`src/rtl/reclaim_pkg.sv`:
```
package reclaim_pkg;
    typedef enum logic {
        ST_WALK = 1'b0,
        ST_WAIT = 1'b1
    } walk_st_e;
endpackage

```
`src/rtl/reclaim_frame_store.sv`:
```
module reclaim_frame_store #(
    parameter int NFRAMES = 16,
    parameter int FW      = $clog2(NFRAMES)
) (
    input  logic               clk,
    input  logic               rst_n,
    input  logic               acc_valid_i,
    input  logic [FW-1:0]      acc_frame_i,
    input  logic               acc_write_i,
    input  logic               clr_en_i,
    input  logic [FW-1:0]      clr_frame_i,
    input  logic               rcl_en_i,
    input  logic [FW-1:0]      rcl_frame_i,
    output logic [NFRAMES-1:0] refb_o,
    output logic [NFRAMES-1:0] dirty_o,
    output logic [NFRAMES-1:0] used_o
);
    typedef struct packed {
        logic [NFRAMES-1:0] refb;
        logic [NFRAMES-1:0] dirty;
        logic [NFRAMES-1:0] used;
    } bits_t;

    bits_t bits_d, bits_q;

    always_comb begin
        bits_d = bits_q;
        for (int i = 0; i < NFRAMES; i++) begin
            if (clr_en_i && clr_frame_i == FW'(i)) begin
                bits_d.refb[i] = 1'b0;
            end
            if (rcl_en_i && rcl_frame_i == FW'(i)) begin
                bits_d.refb[i]  = 1'b0;
                bits_d.dirty[i] = 1'b0;
                bits_d.used[i]  = 1'b0;
            end
            // an access lands last, so it wins over a clear
            if (acc_valid_i && acc_frame_i == FW'(i)) begin
                bits_d.refb[i] = 1'b1;
                bits_d.used[i] = 1'b1;
                if (acc_write_i) begin
                    bits_d.dirty[i] = 1'b1;
                end
            end
        end
    end

    always_ff @(posedge clk or negedge rst_n) begin
        if (!rst_n) begin
            bits_q <= '0;
        end else begin
            bits_q <= bits_d;
        end
    end

    assign refb_o  = bits_q.refb;
    assign dirty_o = bits_q.dirty;
    assign used_o  = bits_q.used;

    assert_access_marks_R7: assert property (@(posedge clk) disable iff (!rst_n)
        acc_valid_i |=> (bits_q.refb[$past(acc_frame_i)] && bits_q.used[$past(acc_frame_i)]));

    assert_reclaim_unmaps_R4: assert property (@(posedge clk) disable iff (!rst_n)
        (rcl_en_i && !(acc_valid_i && acc_frame_i == rcl_frame_i))
            |=> (!bits_q.used[$past(rcl_frame_i)] && !bits_q.dirty[$past(rcl_frame_i)]));
endmodule

```
`src/rtl/reclaim_hand_ctrl.sv`:
```
module reclaim_hand_ctrl
    import reclaim_pkg::*;
#(
    parameter int NFRAMES = 16,
    parameter int FW      = $clog2(NFRAMES),
    parameter int CW      = $clog2(NFRAMES + 1)
) (
    input  logic               clk,
    input  logic               rst_n,
    input  logic [NFRAMES-1:0] refb_i,
    input  logic [NFRAMES-1:0] dirty_i,
    input  logic [NFRAMES-1:0] used_i,
    input  logic               acc_valid_i,
    input  logic [FW-1:0]      acc_frame_i,
    input  logic               take_i,
    input  logic [CW-1:0]      target_i,
    input  logic [FW-1:0]      gap_i,
    input  logic               wb_ack_i,
    output logic               clr_en_o,
    output logic [FW-1:0]      clr_frame_o,
    output logic               rcl_en_o,
    output logic [FW-1:0]      rcl_frame_o,
    output logic               free_valid_o,
    output logic [FW-1:0]      free_frame_o,
    output logic               wb_req_o,
    output logic [FW-1:0]      wb_frame_o,
    output logic [CW-1:0]      count_o,
    output logic [FW-1:0]      back_o,
    output logic [FW-1:0]      front_o,
    output logic               sweeping_o,
    output logic               wrap_o
);
    localparam bit IS_POW2 = (NFRAMES & (NFRAMES - 1)) == 0;
    localparam logic [FW-1:0] LAST = FW'(NFRAMES - 1);

    typedef struct packed {
        walk_st_e      st;
        logic [FW-1:0] back;
        logic [CW-1:0] count;
        logic          free_v;
        logic [FW-1:0] free_f;
        logic          wb_req;
        logic [FW-1:0] wb_f;
        logic          wrap;
    } hand_t;

    hand_t s_d, s_q;
    logic [FW-1:0] front;
    logic          step, inc, back_hit;
    logic [CW:0]   cnt_w;

    generate
        if (IS_POW2) begin : g_front_p2
            assign front = s_q.back + gap_i;
        end else begin : g_front_mod
            logic [FW:0] sum;
            assign sum   = {1'b0, s_q.back} + {1'b0, gap_i};
            assign front = (sum >= (FW+1)'(NFRAMES)) ? FW'(sum - (FW+1)'(NFRAMES))
                                                     : sum[FW-1:0];
        end
    endgenerate

    assign back_hit = acc_valid_i && (acc_frame_i == s_q.back);

    always_comb begin
        s_d         = s_q;
        s_d.free_v  = 1'b0;
        s_d.wrap    = 1'b0;
        clr_en_o    = 1'b0;
        clr_frame_o = front;
        rcl_en_o    = 1'b0;
        rcl_frame_o = s_q.back;
        step        = 1'b0;
        inc         = 1'b0;
        case (s_q.st)
            ST_WALK: begin
                if (s_q.count < target_i) begin
                    clr_en_o = 1'b1;
                    if (used_i[s_q.back] && !refb_i[s_q.back] && !back_hit) begin
                        if (dirty_i[s_q.back]) begin
                            s_d.st     = ST_WAIT;
                            s_d.wb_req = 1'b1;
                            s_d.wb_f   = s_q.back;
                        end else begin
                            rcl_en_o   = 1'b1;
                            inc        = 1'b1;
                            s_d.free_v = 1'b1;
                            s_d.free_f = s_q.back;
                            step       = 1'b1;
                        end
                    end else begin
                        step = 1'b1;
                    end
                end
            end
            ST_WAIT: begin
                if (wb_ack_i) begin
                    s_d.st     = ST_WALK;
                    s_d.wb_req = 1'b0;
                    rcl_en_o   = 1'b1;
                    inc        = 1'b1;
                    s_d.free_v = 1'b1;
                    s_d.free_f = s_q.wb_f;
                    step       = 1'b1;
                end
            end
            default: s_d.st = ST_WALK;
        endcase

        if (step) begin
            s_d.wrap = (s_q.back == LAST);
            s_d.back = (s_q.back == LAST) ? '0 : s_q.back + 1'b1;
        end

        cnt_w = {1'b0, s_q.count} + {{CW{1'b0}}, inc};
        if (take_i && cnt_w != '0) begin
            cnt_w = cnt_w - 1'b1;
        end
        if (cnt_w > (CW+1)'(NFRAMES)) begin
            cnt_w = (CW+1)'(NFRAMES);
        end
        s_d.count = cnt_w[CW-1:0];
    end

    always_ff @(posedge clk or negedge rst_n) begin
        if (!rst_n) begin
            s_q <= '{st: ST_WALK, default: '0};
        end else begin
            s_q <= s_d;
        end
    end

    assign free_valid_o = s_q.free_v;
    assign free_frame_o = s_q.free_f;
    assign wb_req_o     = s_q.wb_req;
    assign wb_frame_o   = s_q.wb_f;
    assign count_o      = s_q.count;
    assign back_o       = s_q.back;
    assign front_o      = front;
    assign sweeping_o   = (s_q.st == ST_WAIT) || (s_q.count < target_i);
    assign wrap_o       = s_q.wrap;

    assert_halt_at_target_R2: assert property (@(posedge clk) disable iff (!rst_n)
        (s_q.st == ST_WALK && s_q.count >= target_i) |=> $stable(s_q.back));

    assert_stall_in_wait_R6: assert property (@(posedge clk) disable iff (!rst_n)
        (wb_req_o && !wb_ack_i) |=> ($stable(s_q.back) && wb_req_o));

    assert_wb_frame_dirty_R6: assert property (@(posedge clk) disable iff (!rst_n)
        wb_req_o |-> dirty_i[wb_frame_o]);

    assert_free_after_ack_R6: assert property (@(posedge clk) disable iff (!rst_n)
        (wb_req_o && wb_ack_i) |=> (free_valid_o && !wb_req_o));

    assert_count_bound_R8: assert property (@(posedge clk) disable iff (!rst_n)
        count_o <= CW'(NFRAMES));
endmodule

```
`src/rtl/reclaim_rev_alarm.sv`:
```
module reclaim_rev_alarm #(
    parameter int CW    = 5,
    parameter int REV_W = 16
) (
    input  logic             clk,
    input  logic             rst_n,
    input  logic             wrap_i,
    input  logic [CW-1:0]    count_i,
    input  logic [CW-1:0]    floor_i,
    output logic [REV_W-1:0] rev_o,
    output logic             alarm_o
);
    typedef struct packed {
        logic [REV_W-1:0] rev;
        logic             alarm;
    } ra_t;

    ra_t r_d, r_q;

    always_comb begin
        r_d = r_q;
        if (wrap_i) begin
            r_d.rev = r_q.rev + 1'b1;
        end
        if (wrap_i && count_i < floor_i) begin
            r_d.alarm = 1'b1;
        end else if (count_i >= floor_i) begin
            r_d.alarm = 1'b0;
        end
    end

    always_ff @(posedge clk or negedge rst_n) begin
        if (!rst_n) begin
            r_q <= '0;
        end else begin
            r_q <= r_d;
        end
    end

    assign rev_o   = r_q.rev;
    assign alarm_o = r_q.alarm;

    assert_rev_step_R9: assert property (@(posedge clk) disable iff (!rst_n)
        wrap_i |=> (r_q.rev == REV_W'($past(r_q.rev) + 1'b1)));

    assert_alarm_on_wrap_R10: assert property (@(posedge clk) disable iff (!rst_n)
        $rose(r_q.alarm) |-> $past(wrap_i));

    assert_alarm_clear_R10: assert property (@(posedge clk) disable iff (!rst_n)
        (!wrap_i && count_i >= floor_i) |=> !r_q.alarm);
endmodule

```
`src/rtl/twohand_reclaimer.sv`:
```
module twohand_reclaimer #(
    parameter int  NFRAMES = 16,
    parameter int  REV_W   = 16,
    localparam int FW      = $clog2(NFRAMES),
    localparam int CW      = $clog2(NFRAMES + 1)
) (
    input  logic             clk,
    input  logic             rst_n,
    input  logic             acc_valid_i,
    input  logic [FW-1:0]    acc_frame_i,
    input  logic             acc_write_i,
    input  logic             take_i,
    input  logic [CW-1:0]    target_i,
    input  logic [CW-1:0]    floor_i,
    input  logic [FW-1:0]    gap_i,
    input  logic             wb_ack_i,
    output logic             free_valid_o,
    output logic [FW-1:0]    free_frame_o,
    output logic             wb_req_o,
    output logic [FW-1:0]    wb_frame_o,
    output logic [CW-1:0]    free_count_o,
    output logic [FW-1:0]    back_hand_o,
    output logic [FW-1:0]    front_hand_o,
    output logic [REV_W-1:0] rev_count_o,
    output logic             sweeping_o,
    output logic             swap_alarm_o
);
    logic [NFRAMES-1:0] refb, dirty, used;
    logic               clr_en, rcl_en, wrap;
    logic [FW-1:0]      clr_frame, rcl_frame;
    logic [CW-1:0]      count;

    reclaim_frame_store #(.NFRAMES(NFRAMES), .FW(FW)) u_store (
        .clk         (clk),
        .rst_n       (rst_n),
        .acc_valid_i (acc_valid_i),
        .acc_frame_i (acc_frame_i),
        .acc_write_i (acc_write_i),
        .clr_en_i    (clr_en),
        .clr_frame_i (clr_frame),
        .rcl_en_i    (rcl_en),
        .rcl_frame_i (rcl_frame),
        .refb_o      (refb),
        .dirty_o     (dirty),
        .used_o      (used)
    );

    reclaim_hand_ctrl #(.NFRAMES(NFRAMES), .FW(FW), .CW(CW)) u_hands (
        .clk          (clk),
        .rst_n        (rst_n),
        .refb_i       (refb),
        .dirty_i      (dirty),
        .used_i       (used),
        .acc_valid_i  (acc_valid_i),
        .acc_frame_i  (acc_frame_i),
        .take_i       (take_i),
        .target_i     (target_i),
        .gap_i        (gap_i),
        .wb_ack_i     (wb_ack_i),
        .clr_en_o     (clr_en),
        .clr_frame_o  (clr_frame),
        .rcl_en_o     (rcl_en),
        .rcl_frame_o  (rcl_frame),
        .free_valid_o (free_valid_o),
        .free_frame_o (free_frame_o),
        .wb_req_o     (wb_req_o),
        .wb_frame_o   (wb_frame_o),
        .count_o      (count),
        .back_o       (back_hand_o),
        .front_o      (front_hand_o),
        .sweeping_o   (sweeping_o),
        .wrap_o       (wrap)
    );

    reclaim_rev_alarm #(.CW(CW), .REV_W(REV_W)) u_rev (
        .clk     (clk),
        .rst_n   (rst_n),
        .wrap_i  (wrap),
        .count_i (count),
        .floor_i (floor_i),
        .rev_o   (rev_count_o),
        .alarm_o (swap_alarm_o)
    );

    assign free_count_o = count;
endmodule

```
`config.mk`:
```
export PLATFORM = sky130hd
export DESIGN_NAME = twohand_reclaimer
export DESIGN_NICKNAME = d
export VERILOG_FILES = /design/src/rtl/reclaim_pkg.sv /design/src/rtl/reclaim_frame_store.sv /design/src/rtl/reclaim_hand_ctrl.sv /design/src/rtl/reclaim_rev_alarm.sv /design/src/rtl/twohand_reclaimer.sv
export SDC_FILE = /design/constraint.sdc
export NUM_CORES = 1
export LEC_CHECK = 0
export CAP_MARGIN = 5
export CORE_ASPECT_RATIO = 1.5
export CORE_MARGIN = 2
export CORE_UTILIZATION = 44
export DETAILED_ROUTE_END_ITERATION = 8
export MAX_ROUTING_LAYER = met4
export PLACE_DENSITY = 0.79
export SYNTH_ARGS = -nofsm -noshare
export SYNTH_HDL_FRONTEND = slang
export SYNTH_SLANG_ARGS = --single-unit
```
`constraint.sdc`:
```
create_clock -name clk -period 3.6 [get_ports clk]
set_input_delay 0.36 -clock clk [delete_from_list [all_inputs] [get_ports clk]]
set_output_delay 0.36 -clock clk [all_outputs]
set_load 0.01 [all_outputs]
```
# Word level (Yosys, flattened, before mapping)
# Index checks and enable logic that the tools add are counted.
# W data, S select, Z words.
dict set report word_totals {
  wordCells 362
  ff_bits 86
  output_inout_bits 41
  input_bits 24
}
dict set report classes {
  reduce_logical 96
  bitwise_logic 1
  n_lt_le_gt_ge 5
  n_eq_ne 51
  addsub 5
  mux 161
}
# op n
set op_table {}
lappend op_table {{$mux W1} 146}
lappend op_table {{$eq A4 B4 Y1 const B} 24}
lappend op_table {{$logic_and A1 B1 Y1} 53}
lappend op_table {{$eq A4 B3 Y1 const B} 12}
lappend op_table {{$reduce_bool A3 Y1} 16}
lappend op_table {{$reduce_bool A2 Y1} 17}
lappend op_table {{$eq A4 B2 Y1 const B} 6}
lappend op_table {{$mux W10} 2}
lappend op_table {{$add A16 B1 Y16 const B} 1}
lappend op_table {{$mux W5} 3}
lappend op_table {{$bmux W1 S4} 3}
lappend op_table {{$eq A4 B1 Y1 const B} 3}
lappend op_table {{$logic_not A4 Y1} 3}
lappend op_table {{$mux W6} 2}
lappend op_table {{$pmux W6 S2} 1}
lappend op_table {{$reduce_and A4 Y1} 3}
lappend op_table {{$lt A5 B5 Y1} 2}
lappend op_table {{$add A5 B1 Y6} 1}
lappend op_table {{$gt A6 B5 Y1 const B} 1}
lappend op_table {{$ne A2 B1 Y1 const B} 3}
lappend op_table {{$pmux W1 S2} 3}
lappend op_table {{$reduce_bool A6 Y1} 1}
lappend op_table {{$sub A6 B1 Y6 const B} 1}
lappend op_table {{$ge A5 B5 Y1} 1}
lappend op_table {{other kinds (9)} 11}

# Depth between registers and ports, before layout
# Gate-level depths: netlist (run 1).
dict set report logic_depth {
  depth_word 14
  depth_mapped 18
}

# Cells and area by module
# From an unflattened synthesis (run 1), not the netlist that was laid out.
dict set report unflattened {
  hier_cells 477
  area_unflattened_um2 4922.2
}
# module area_per_inst_um2 seq_area_each_um2 cells_per_inst n_inst
set modules_own_cells {}
lappend modules_own_cells {reclaim_hand_ctrl 2085.8 525.5 232 1}
lappend modules_own_cells {reclaim_frame_store 1976.9 1201.2 167 1}
lappend modules_own_cells {reclaim_rev_alarm 859.6 425.4 78 1}

# Worst setup path after synthesis (run 1)
# No wires, ideal clock.
dict set report synth_timing {
  kind {register -> register}
  startpoint {register u_hands.s_q (netlist bit u_hands.back_o[0])}
  endpoint {register u_hands.s_q (netlist bit u_hands.count_o[0])}
  arrival_time_ns 3.628
  slack_ns -0.152
  path_stages_with_launch 19
  synth_period_minus_slack_ns 3.752
  cell_sequence {dfrtp_1 buf_6 buf_4 mux4_2 a22oi_1 nand2_1 nand4_1 or2_1 nand2_1 ha_1 ha_1 inv_1 ha_1 nand2_1 or3b_2 a31oi_1 o22ai_1 a31oi_1 nor2_1}
}
dict set report synth_between {
  elab_chain_cells 14
}
# item line
set synth_rtl {}
lappend synth_rtl {{start, declared} reclaim_hand_ctrl.sv:47} ;# hand_t s_d, s_q;
lappend synth_rtl {{start signal, assigned} reclaim_hand_ctrl.sv:127} ;# s_q <= '{st: ST_WALK, default: '0};
lappend synth_rtl {{start signal, assigned} reclaim_hand_ctrl.sv:129} ;# s_q <= s_d;
lappend synth_rtl {{$bmux W1 S4} reclaim_hand_ctrl.sv:79} ;# if (used_i[s_q.back] && !refb_i[s_q.back] && !back_hit) begin
lappend synth_rtl {{$mux W1 (not written as such)} reclaim_hand_ctrl.sv:79}
lappend synth_rtl {{$logic_not A1 Y1} reclaim_hand_ctrl.sv:79}
lappend synth_rtl {{$logic_and A1 B1 Y1 (2 in series)} reclaim_hand_ctrl.sv:79}
lappend synth_rtl {{$mux W1 (*)} reclaim_hand_ctrl.sv:79}
lappend synth_rtl {{$mux W1 (*)} reclaim_hand_ctrl.sv:77} ;# if (s_q.count < target_i) begin
lappend synth_rtl {{$pmux W1 S2 (*)} reclaim_hand_ctrl.sv:75} ;# case (s_q.st)
lappend synth_rtl {{$add A5 B1 Y6 (*)} reclaim_hand_ctrl.sv:115} ;# cnt_w = {1'b0, s_q.count} + {{CW{1'b0}}, inc};
lappend synth_rtl {{branches (longest 2 deep; another with $sub A6 B1 Y6)} n/a}
lappend synth_rtl {{$mux W6 (*)} reclaim_hand_ctrl.sv:116} ;# if (take_i && cnt_w != '0) begin
lappend synth_rtl {{$gt A6 B5 Y1} reclaim_hand_ctrl.sv:119} ;# if (cnt_w > (CW+1)'(NFRAMES)) begin
lappend synth_rtl {{$mux W5 (*)} reclaim_hand_ctrl.sv:119}
lappend synth_rtl {{via u_hands.cnt_w[0]} reclaim_hand_ctrl.sv:50} ;# logic [CW:0] cnt_w;
# Mark *: on every way through the listed nets, which the timed path passes. The select of a mux whose other input is x is not followed.
# A chain may end at the register's enable or synchronous reset.

# Worst setup path after layout (run 1)
dict set report layout_timing {
  startpoint {register u_hands.s_q (netlist bit u_hands.back_o[0])}
  endpoint {register u_hands.s_q (netlist bit u_hands.count_o[1])}
}
# The elaborated chain is that of the path after synthesis.

==> summary.md, run 1 <==
| Metric | Value |
|---|---|
| Routed length per instance | 20.01 um |
| Filler instances | 1046 |
| Yosys reg bits | 86 |
| Post-synth EDFFs | 0 |
| Post-synth ARST share | 100.0% |
| CP Class | flop to flop |
| Syn Nets | 612 |
| Initial Util | 44.54% |
| Clk Latency, worst-skew pair | 0.34 ns |
| CTS sink count | 86 |
| Final hold violations | 0 |
| Warnings from Yosys | 0 |
| Initial DRC Count | 571 |
| Critical Path End Type | flop |
| DRC Markers | 0 |
| Root Driver | clkbuf_16 |
| Chip Width | 95.20 um |
| Minimum clock period | 3.608 ns |
| Max transition margin | 13.62% |
| Final period util | 100.2% |
| Dpl cells | 786 |
| IO Count | 65 |
| Post-Syn Instances | 566 |
| Max frequency | 277.2 MHz |
| Worst setup margin | -0.007897 ns |
| Met2 routed WL | 8.524 mm |
| Layout cells sized above 1 | 21.00% |
| Full die area | 13400 sq um |
| Compound-cell area share of the yosys netlist | 14.63% |
| PD cells | 1069 nW/um^2 |
| Htree depth | 3 |
| Hold Slack | 0.09431 ns |
| Clk buf depth | 2 |
| Post-layout util | 56.16% |
| Drt via density | 6.111 |
| Hold crit path type | input pin to async pin |
| RSZ-0062 raised after global routing | true |
| Vias in the first global route | 5015 |
| Die height | 140.8 um |
| Status | finished, violations left |
| Post-CTS Hold Fix Bufs | 0 |
| Final Cell Area | 6922 sq um |
| Max_cap viols | 0 |
| Most frequent cells in the layout | dfrtp_1, buf_4, clkdlybuf4s50_1 |
| Maximum vdd drop | 510.6 uV |
| Ant diodes | 0 |
| Startpoint types | flop |
| Number of antenna violations at the first check in global routing | 0 |
| Core ar. | 12320 sq um |
| Total Power | 7.399 mW |
| Post-synthesis sequential area ratio | 39.21% |
| # nets final | 704 |
| Metal-1 WL | 6.024 mm |
| First-pass GRT wire length | 25.73 mm |
| Adder-cell area share of the yosys netlist | 5.152% |
| CP arrival | 3.83 ns |
| Post-route ant nets | 0 |
| Main combinational cell family by area after synthesis | simple AND/OR/NAND/NOR gates |
| CTS tree | yes |
| DR WL met3 | 1.018 mm |
| Router iterations before antenna repair | 6 |
| Worst Path Max Fanout | 7 |
| Via count | 4999 |
| Mux cell area share after synthesis | 8.024% |
| Distinct cells, synth | 58 |
| Setup Skew | 0.006719 ns |
| Num rows | 50 |
| Worst-Margin Slew | 1.292 ns |
| Count of pins over their slew limit | 0 |
| Setup Viol. Count Final | 1 |
| Post-synthesis xor/xnor area fraction | 4.627% |
| Post-Synth Simple-Gate Area | 21.68% |
| Largest net degree at the start of global routing | 62 |
| Leading cell type in the layout, fill and taps excluded | dfrtp_1 |
| Data required time of the critical path | 3.82 ns |
| Layout Cells excl Fill | 818 |
| Final wirelength | 16.37 mm |
| Syn_area_per_cell | 9.698 sq um |
| Placed Area | 6435 sq um |
| Area Growth Syn to Fin | 26.10% |
| Total GRT Usage | 25.65% |
| Port bufs | 64 |
| Ys flop type | dfrtp_1 |
| GR Overflow Total | 0 |
| GPL Wtd Cong | 0.9479 |
| Syn Std Cell Area | 5489 sq um |
| Clk pin slew, worst setup/hold paths | 0.06 ns |
| Static Leakage | 2.941 nW |
| Post-DP HPWL | 11.62 mm |
| Failing checks | negative setup slack |
| Total CTS buffers | 9 |
| DR top layer | met4 |
[state kept, by name, indices dropped and copies added, names as in the netlist, 4 cells and up]
name	cells
u_hands.back_o	4
u_store.dirty_o	16
u_hands.free_frame_o	4
u_store.used_o	16
u_rev.rev_o	16
u_store.refb_o	16
u_hands.wb_frame_o	4
u_hands.count_o	5
[metal layers]
metal / global-route usage, % / up-vias
met3: 4.329 / 71
met4: 13.04 / 0
li1: - / 2235
met5: - / -
met2: 43.40 / 278
met1: 28.62 / 2415
[logic make-up (layout without fill, tap and decap cells)]
| logic type | Yosys count | count (layout) |
|---|---|---|
| AOI/OAI and AO/OA | 127 | 127 |
| xor gates and xnor gates | 29 | 29 |
| adders and majority gates | 22 | 22 |
| buffers and inverters | 68 | 164 |
| DFF | 86 | 86 |
| muxes | 26 | 26 |
| and+or+nand+nor | 208 | 208 |
[report_power, final]
group | switching, mW | internal [mW] | total [mW]
logic | 2.52 | 2.28 | 4.80
registers | 0.338 | 1.37 | 1.71
clock network | 0.381 | 0.501 | 0.882
[final timing paths]
check                                  start            endpoint  slack, ns  cells after the start
setup / recovery           u_hands.back_o[0]  u_hands.count_o[1]     -0.008                     17
hold reg to reg              u_rev.rev_o[15]     u_rev.rev_o[15]       0.47                      1
setup reg to reg           u_hands.back_o[0]  u_hands.count_o[1]     -0.008                     17
max in group asynchronous              rst_n   u_hands.back_o[0]       2.64                      2
hold / removal                         rst_n      u_rev.rev_o[4]       0.09                      1
min in group clk             u_rev.rev_o[15]     u_rev.rev_o[15]       0.47                      1
[what timing repair did]
action	4_1_cts	5_1_grt
hold endpoints to repair	0	0
endpoints found under the setup margin	3	11
pin swaps	9	14
buffers inserted	15	2
gates cloned	1	0
gates resized for setup	11	14
[critical path, stage by stage (launching register included)]
cell and delay (ns):
dfrtp_2 0.41, buf_12 0.15, mux4_2 0.49, and2_4 0.18, a31oi_4 0.17, nand4_1 0.19
or2_4 0.31, nand2_4 0.07, ha_4 0.14, ha_4 0.15, inv_4 0.04, ha_4 0.15
nand2_2 0.05, or3b_4 0.36, a31oi_1 0.16, o22ai_1 0.12, a31oi_1 0.23, nor2_1 0.10
[area by class of cell]
cell class	instances	area [sq um]	share of cell area, %
Multi-Input combinational cell	412	3067	44.31
Inverter	20	77.57	1.121
Sequential cell	86	2155	31.13
Clock inverter	3	20.02	0.2892
Timing Repair Buffer	129	1151	16.63
Clock buffer	12	256.5	3.706
Tap cell	156	195.2	2.820
[cells in the mapped netlist, types with 4 or more instances]
cell | count | share of area [%]
a211oi_1 | 4 | 0.55
a21o_1 | 4 | 0.55
a21oi_1 | 53 | 4.8
a22oi_1 | 17 | 2.3
a31oi_1 | 19 | 2.2
and2_1 | 7 | 0.80
buf_2 | 5 | 0.46
buf_4 | 19 | 2.6
buf_6 | 4 | 0.82
clkbuf_1 | 17 | 1.2
dfrtp_1 | 86 | 39
ha_1 | 21 | 4.8
inv_1 | 19 | 1.3
mux2_2 | 6 | 1.2
mux2_4 | 4 | 1.1
mux2i_1 | 5 | 0.91
mux4_1 | 4 | 1.9
mux4_2 | 7 | 2.9
nand2_1 | 40 | 2.7
nand2b_1 | 4 | 0.46
nand3_1 | 35 | 3.2
nand4_1 | 13 | 1.5
nor2_1 | 53 | 3.6
nor2b_1 | 6 | 0.68
nor3_1 | 11 | 1.0
nor4_1 | 6 | 0.68
nor4_4 | 10 | 3.9
o21ai_0 | 12 | 1.1
xnor2_1 | 19 | 3.0
xor2_1 | 10 | 1.6
[through the flow]
step | TNS [ns] | setup WS (ns)
6_report | -0.007897 | -0.007897
4_1_cts | 0 | 0.03586
2_1_floorplan | 0 | 0.02641
5_1_grt | -0.3042 | -0.1069
3_3_place_gp | -0.1995 | -0.08872
3_5_place_dp | -0.3728 | -0.1465
Note: power is estimated with default switching activity, not from simulation.
==> run 2: changes to the inputs <==
--- a/config.mk
+++ b/config.mk
@@ -7,7 +7,6 @@
 export LEC_CHECK = 0
 export CAP_MARGIN = 5
 export CORE_ASPECT_RATIO = 1.5
-export CORE_MARGIN = 2
 export CORE_UTILIZATION = 44
 export DETAILED_ROUTE_END_ITERATION = 8
 export MAX_ROUTING_LAYER = met4
==> run 2 against run 1 <==
Net effect:
- the run still ends with negative setup slack left
- sequential power barely moved
- routed wire length barely moved
- combinational power fell by 6.2%
- sequential share of layout area rose by 0.40 points
- via count fell by 0.86%
- setup slack got worse by 0.010 ns
- critical endpoint is now u_hands.count_o[0]
- largest power group unchanged
- highest routed layer unchanged
==> summary.md, run 2 (synthesis results as in run 1) <==
| Metric | Value |
|---|---|
| Router iterations before antenna repair | 7 |
| Initial DRC Count | 560 |
| Via count | 4956 |
| Max transition margin | 17.92% |
| Setup Viol. Count Final | 2 |
| Most frequent cells in the layout | dfrtp_1, clkdlybuf4s50_1, nor2_1 |
| Critical Path End Type | flop |
| Drt via density | 6.187 |
| Post-DP HPWL | 11.62 mm |
| Final hold violations | 0 |
| Leading cell type in the layout, fill and taps excluded | dfrtp_1 |
| Hold crit path type | input pin to async pin |
| Clk buf depth | 2 |
| Minimum clock period | 3.618 ns |
| Layout cells sized above 1 | 18.98% |
| Hold Slack | 0.2052 ns |
| Port bufs | 64 |
| Number of antenna violations at the first check in global routing | 0 |
| DRC Markers | 0 |
| Initial Util | 45.45% |
| RSZ-0062 raised after global routing | true |
| GR Overflow Total | 0 |
| Total GRT Usage | 27.32% |
| Setup Skew | 0.008897 ns |
| CTS tree | yes |
| R2R Setup Slk | -0.02 ns |
| Max_cap viols | 0 |
| GPL Wtd Cong | 0.9780 |
| Worst Path Max Fanout | 6 |
| Failing checks | negative setup slack |
| Final Cell Area | 6833 sq um |
| IO Count | 65 |
| Chip Width | 93.20 um |
| Static Leakage | 2.883 nW |
| CP arrival | 3.85 ns |
| Final period util | 100.5% |
| RR Startpoint | u_hands.back_o[0] |
| Clk pin slew, worst setup/hold paths | 0.06 ns |
| PD cells | 1056 nW/um^2 |
| CTS sink count | 86 |
| Area Growth Syn to Fin | 24.48% |
| Dpl cells | 780 |
| Data required time of the critical path | 3.83 ns |
| Num rows | 49 |
| Max frequency | 276.4 MHz |
| Status | finished, violations left |
| Vias in the first global route | 5094 |
| Worst-Margin Slew | 1.227 ns |
| Routed length per instance | 20.43 um |
| Final wirelength | 16.37 mm |
| Count of pins over their slew limit | 0 |
| Largest net degree at the start of global routing | 87 |
| Core ar. | 12080 sq um |
| Filler instances | 1034 |
| R2R depth | 18 |
| Startpoint types | flop |
| Total CTS buffers | 9 |
| R2R Path End | u_hands.count_o[0] |
| Ant diodes | 0 |
| Htree depth | 3 |
| Die height | 138.8 um |
| # nets final | 689 |
| Maximum vdd drop | 391.0 uV |
| First-pass GRT wire length | 26.14 mm |
| Post-route ant nets | 0 |
| CP Class | flop to flop |
| Full die area | 12940 sq um |
| Placed Area | 6409 sq um |
| Total Power | 7.215 mW |
| Post-CTS Hold Fix Bufs | 0 |
| Worst setup margin | -0.01795 ns |
| Layout Cells excl Fill | 801 |
| Clk Latency, worst-skew pair | 0.35 ns |
| Root Driver | clkbuf_16 |
-- run 2: how the worst max path moves through the flow --
stage	to	cells past startpoint	from	slack, ns
after floorplan	u_hands.count_o[0]	18	u_hands.back_o[0]	0.03
after global placement	u_hands.count_o[1]	18	acc_frame_i[3]	-0.07
after detailed placement	u_hands.count_o[0]	18	acc_frame_i[3]	-0.18
after CTS	u_hands.count_o[0]	17	u_hands.back_o[0]	0.0007
after global routing	u_hands.count_o[1]	17	u_hands.back_o[0]	-0.18
final	u_hands.count_o[0]	18	u_hands.back_o[0]	-0.02
-- run 2: power breakdown --
group / internal (mW) / switching [mW] / leakage (nW) / total [mW]
registers: 1.37 / 0.323 / 1.07 / 1.70
logic: 2.02 / 2.47 / 1.66 / 4.50
clock network: 0.628 / 0.394 / 0.156 / 1.02
-- run 2: per-stage QoR --
stage / utilization (%) / setup slack [ns] / TNS [ns]
after CTS: 56.40 / 0.0007137 / 0
final: 56.57 / -0.01795 / -0.03428
after floorplan: - / 0.02641 / 0
after global placement: 53.06 / -0.06680 / -0.1326
after detailed placement: 53.06 / -0.1788 / -0.5353
after global routing: 56.57 / -0.1847 / -0.4617
-- run 2: per-layer routing --
metal	routed length [um]	vias to the layer above	global-route usage (%)	share of wire, %
met1	5924	2374	29.44	36
met5	0	-	-	0
met2	8327	301	45.63	51
met3	1150	83	5.647	7.0
li1	-	2198	-	-
met4	965	0	16.19	5.9
-- run 2: area by class of cell --
| class | count | area, sq um | area share [%] |
|---|---|---|---|
| Multi-Input combinational cell | 412 | 3039 | 44.48 |
| Clock buffer | 11 | 242.7 | 3.552 |
| Timing Repair Buffer | 114 | 1046 | 15.31 |
| Inverter | 20 | 77.57 | 1.135 |
| Sequential cell | 86 | 2155 | 31.53 |
| Clock inverter | 5 | 81.33 | 1.190 |
| Tap cell | 153 | 191.4 | 2.802 |
-- run 2: critical path: stages (launching register included) --
cell and delay (ns):
dfrtp_2 0.45, buf_16 0.16, buf_4 0.17, inv_1 0.12, mux2i_2 0.33, mux2_4 0.23, nand4_1 0.18, or2_4 0.31
nand2_4 0.07, ha_4 0.15, ha_4 0.15, inv_4 0.04, ha_4 0.14, nand2_2 0.06, or3b_4 0.37, a31oi_1 0.17
o22ai_1 0.12, a31oi_1 0.19, nor2_1 0.08
-- run 2: what timing repair did --
item	CTS	global route
gates resized for setup	10	10
pin swaps	8	11
setup endpoints to repair	4	5
gates cloned	1	0
buffers inserted	5	0
==> run 3: changes to the inputs <==
--- a/config.mk
+++ b/config.mk
@@ -9,8 +9,9 @@
 export CORE_ASPECT_RATIO = 1.5
 export CORE_UTILIZATION = 44
 export DETAILED_ROUTE_END_ITERATION = 8
+export DONT_BUFFER_PORTS = 1
 export MAX_ROUTING_LAYER = met4
-export PLACE_DENSITY = 0.79
+export PLACE_DENSITY = 0.72
 export SYNTH_ARGS = -nofsm -noshare
 export SYNTH_HDL_FRONTEND = slang
 export SYNTH_SLANG_ARGS = --single-unit
==> constraint.sdc (replaced) <==
create_clock -name clk -period 3.6 [get_ports clk]
set_input_delay 0.36 -clock clk [delete_from_list [all_inputs] [get_ports clk]]
set_output_delay 0.36 -clock clk [all_outputs]
set_load 0.005 [all_outputs]
==> run 3 against run 2 <==
Net effect:
- the run now ends clean
- sequential cell count did not move
- combinational power fell by 11%
- highest routed layer unchanged
- largest power group unchanged
- fmax rose by 1.6%
- largest cell class unchanged
- clock skew rose by 0.0010 ns
- die area did not move
- routed wire length fell by 6.7%
- sequential power rose by 2%
- hold slack got worse by 0.076 ns
- via count fell by 9.3%
- global-route usage fell by 2.2 points
==> summary.md, run 3 (synthesis results as in run 1) <==
| Metric | Value |
|---|---|
| Status | finished, final reports clean |
| Post-Place Worst Slack | -0.07350 ns |
| Final Cell Area | 6162 sq um |
| Ant diodes | 0 |
| Static Leakage | 2.583 nW |
| Vias in the first global route | 4518 |
| Data required time of the critical path | 3.83 ns |
| Chip Width | 93.20 um |
| GR Overflow Total | 0 |
| Final period util | 98.90% |
| R2R depth | 17 |
| Clock share of power | 13.7% |
| Reg power frac | 26.2% |
| Critical Path End Type | flop |
| Max_cap viols | 0 |
| Worst setup margin | 0.03977 ns |
| Clk Latency, worst-skew pair | 0.35 ns |
| Placed Area | 5678 sq um |
| First-pass GRT wire length | 24.05 mm |
| PD cells | 1081 nW/um^2 |
| Initial DRC Count | 395 |
| Post-DP HPWL | 10.84 mm |
| Hold path depth | 1 |
| Layout cells sized above 1 | 19.96% |
| Total CTS buffers | 9 |
| Total GRT Usage | 25.09% |
| Setup Viol. Count Final | 0 |
| Largest net degree at the start of global routing | 87 |
| Setup Skew | 0.009939 ns |
| Combinational group share of total power | 60.2% |
| R2R Path End | u_hands.count_o[0] |
| Routed length per instance | 21.10 um |
| Setup TNS Final | 0 ns |
| Final hold violations | 0 |
| Core ar. | 12080 sq um |
| Full die area | 12940 sq um |
| CTS tree | yes |
| Count of pins over their slew limit | 0 |
| Hold crit path type | input pin to flop |
| Post-route ant nets | 0 |
| RSZ-0062 raised after global routing | true |
| Via count | 4493 |
| Hold endpoint | u_hands.s_q[20] |
| Root Driver | clkbuf_16 |
| GPL Wtd Cong | 0.9548 |
| CP Class | flop to flop |
| P_int | 3.630 mW |
| Router iterations before antenna repair | 5 |
| Minimum clock period | 3.560 ns |
| Sw Share | 45.49% |
| Worst setup path start | u_hands.back_o[0] |
| # nets final | 613 |
| Worst Path Max Fanout | 8 |
| CTS sink count | 86 |
| Htree depth | 3 |
| RR Startpoint | u_hands.back_o[0] |
| DRC Markers | 0 |
| Hold_sp | wb_ack_i |
| Startpoint types | flop |
| Final wirelength | 15.27 mm |
| Drt via density | 6.206 |
| Initial Util | 45.45% |
| Max transition margin | 32.42% |
| IO Count | 65 |
| Most frequent cells in the layout | dfrtp_1, nor2_1, a21oi_1 |
| Num rows | 49 |
| Total Power | 6.658 mW |
| Leading cell type in the layout, fill and taps excluded | dfrtp_1 |
| CP arrival | 3.79 ns |
| Psw | 3.029 mW |
| Clk pin slew, worst setup/hold paths | 0.06 ns |
| Number of antenna violations at the first check in global routing | 0 |
| Port bufs | 0 |
| Maximum vdd drop | 588.9 uV |
| R2R Setup Slk | 0.04 ns |
| Clk buf depth | 2 |
| Area Growth Syn to Fin | 12.26% |
| Max frequency | 280.9 MHz |
| Die height | 138.8 um |
| Worst-Margin Slew | 1.006 ns |
==> run 3: cell count changes in the layout (fill, tap and decap cells not counted), sizes merged <==
cell,previous run,this run
inv,21,20
dlygate4sd3,0,1
clkinvlp,1,2
bufinv,2,1
clkdlybuf4s50,63,0
buf,51,37
==> run 3: power by group through the flow <==
| stage | Clock (mW) | Combinational (mW) | Sequential (mW) |
|---|---|---|---|
| 2_1_floorplan | 0 | 2.72 | 1.58 |
| 3_3_place_gp | 0 | 3.45 | 1.73 |
| 3_5_place_dp | 0 | 3.55 | 1.73 |
| 4_1_cts | 0.911 | 3.67 | 1.73 |
| 5_1_grt | 0.956 | 4.34 | 1.77 |
| 6_report | 0.910 | 4.01 | 1.74 |
==> run 3: area by class of cell <==
class	instances	area, sq um
clock buffers	11	232.7
inverters	20	77.57
repair buffers	38	340.3
fillers	1058	5916
clock inverters	4	50.05
flip-flops and latches	86	2153
well taps	153	191.4
multi-input cells	412	3117
==> run 3: critical path, stage by stage, from the launching register on <==
cell and delay, ns:
dfrtp_1 0.41, buf_12 0.15, mux4_2 0.50, and2_4 0.18, a31oi_4 0.15, nand4_1 0.16, or2_4 0.31, nand2_4 0.07
ha_4 0.15, ha_4 0.15, inv_4 0.04, ha_4 0.15, nand2_2 0.05, or3b_4 0.39, a31oi_4 0.17, o22ai_2 0.13
a31oi_2 0.20, nor2_1 0.08
==> run 3: per-stage QoR <==
stage                     instances  util, %  hold slack (ns)
after floorplan                 566        -          0.06441
after global placement          702    47.01          0.06583
after detailed placement        702    47.01          0.06593
after CTS                       722    49.92           0.1315
after global routing            724    51.02           0.1334
final                           724    51.02           0.1295
==> run 3: metal layers <==
metal	vias up	share of wire, %	routed length [um]	track usage [%]
met5	-	0	0	-
met4	0	5.4	824	14.41
met3	54	8.0	1217	7.511
met2	224	50	7636	40.52
met1	2172	37	5596	26.99
li1	2043	-	-	-
==> run 3: worst max path at each step <==
stage,depth (start not counted),end
final,17,u_hands.count_o[0]
after global routing,17,u_hands.count_o[0]
after CTS,15,u_hands.count_o[0]
after detailed placement,16,u_hands.count_o[0]
after global placement,17,u_hands.count_o[0]
after floorplan,18,u_hands.count_o[0]
==> run 3: timing repair <==
item                                    4_1_cts  5_1_grt
endpoints found under the setup margin        2        5
hold buffers                                  2        0
resized for setup                            10       22
setup buffers                                 3        3
endpoints found under the hold margin        86        0
pin swaps                                     8       14
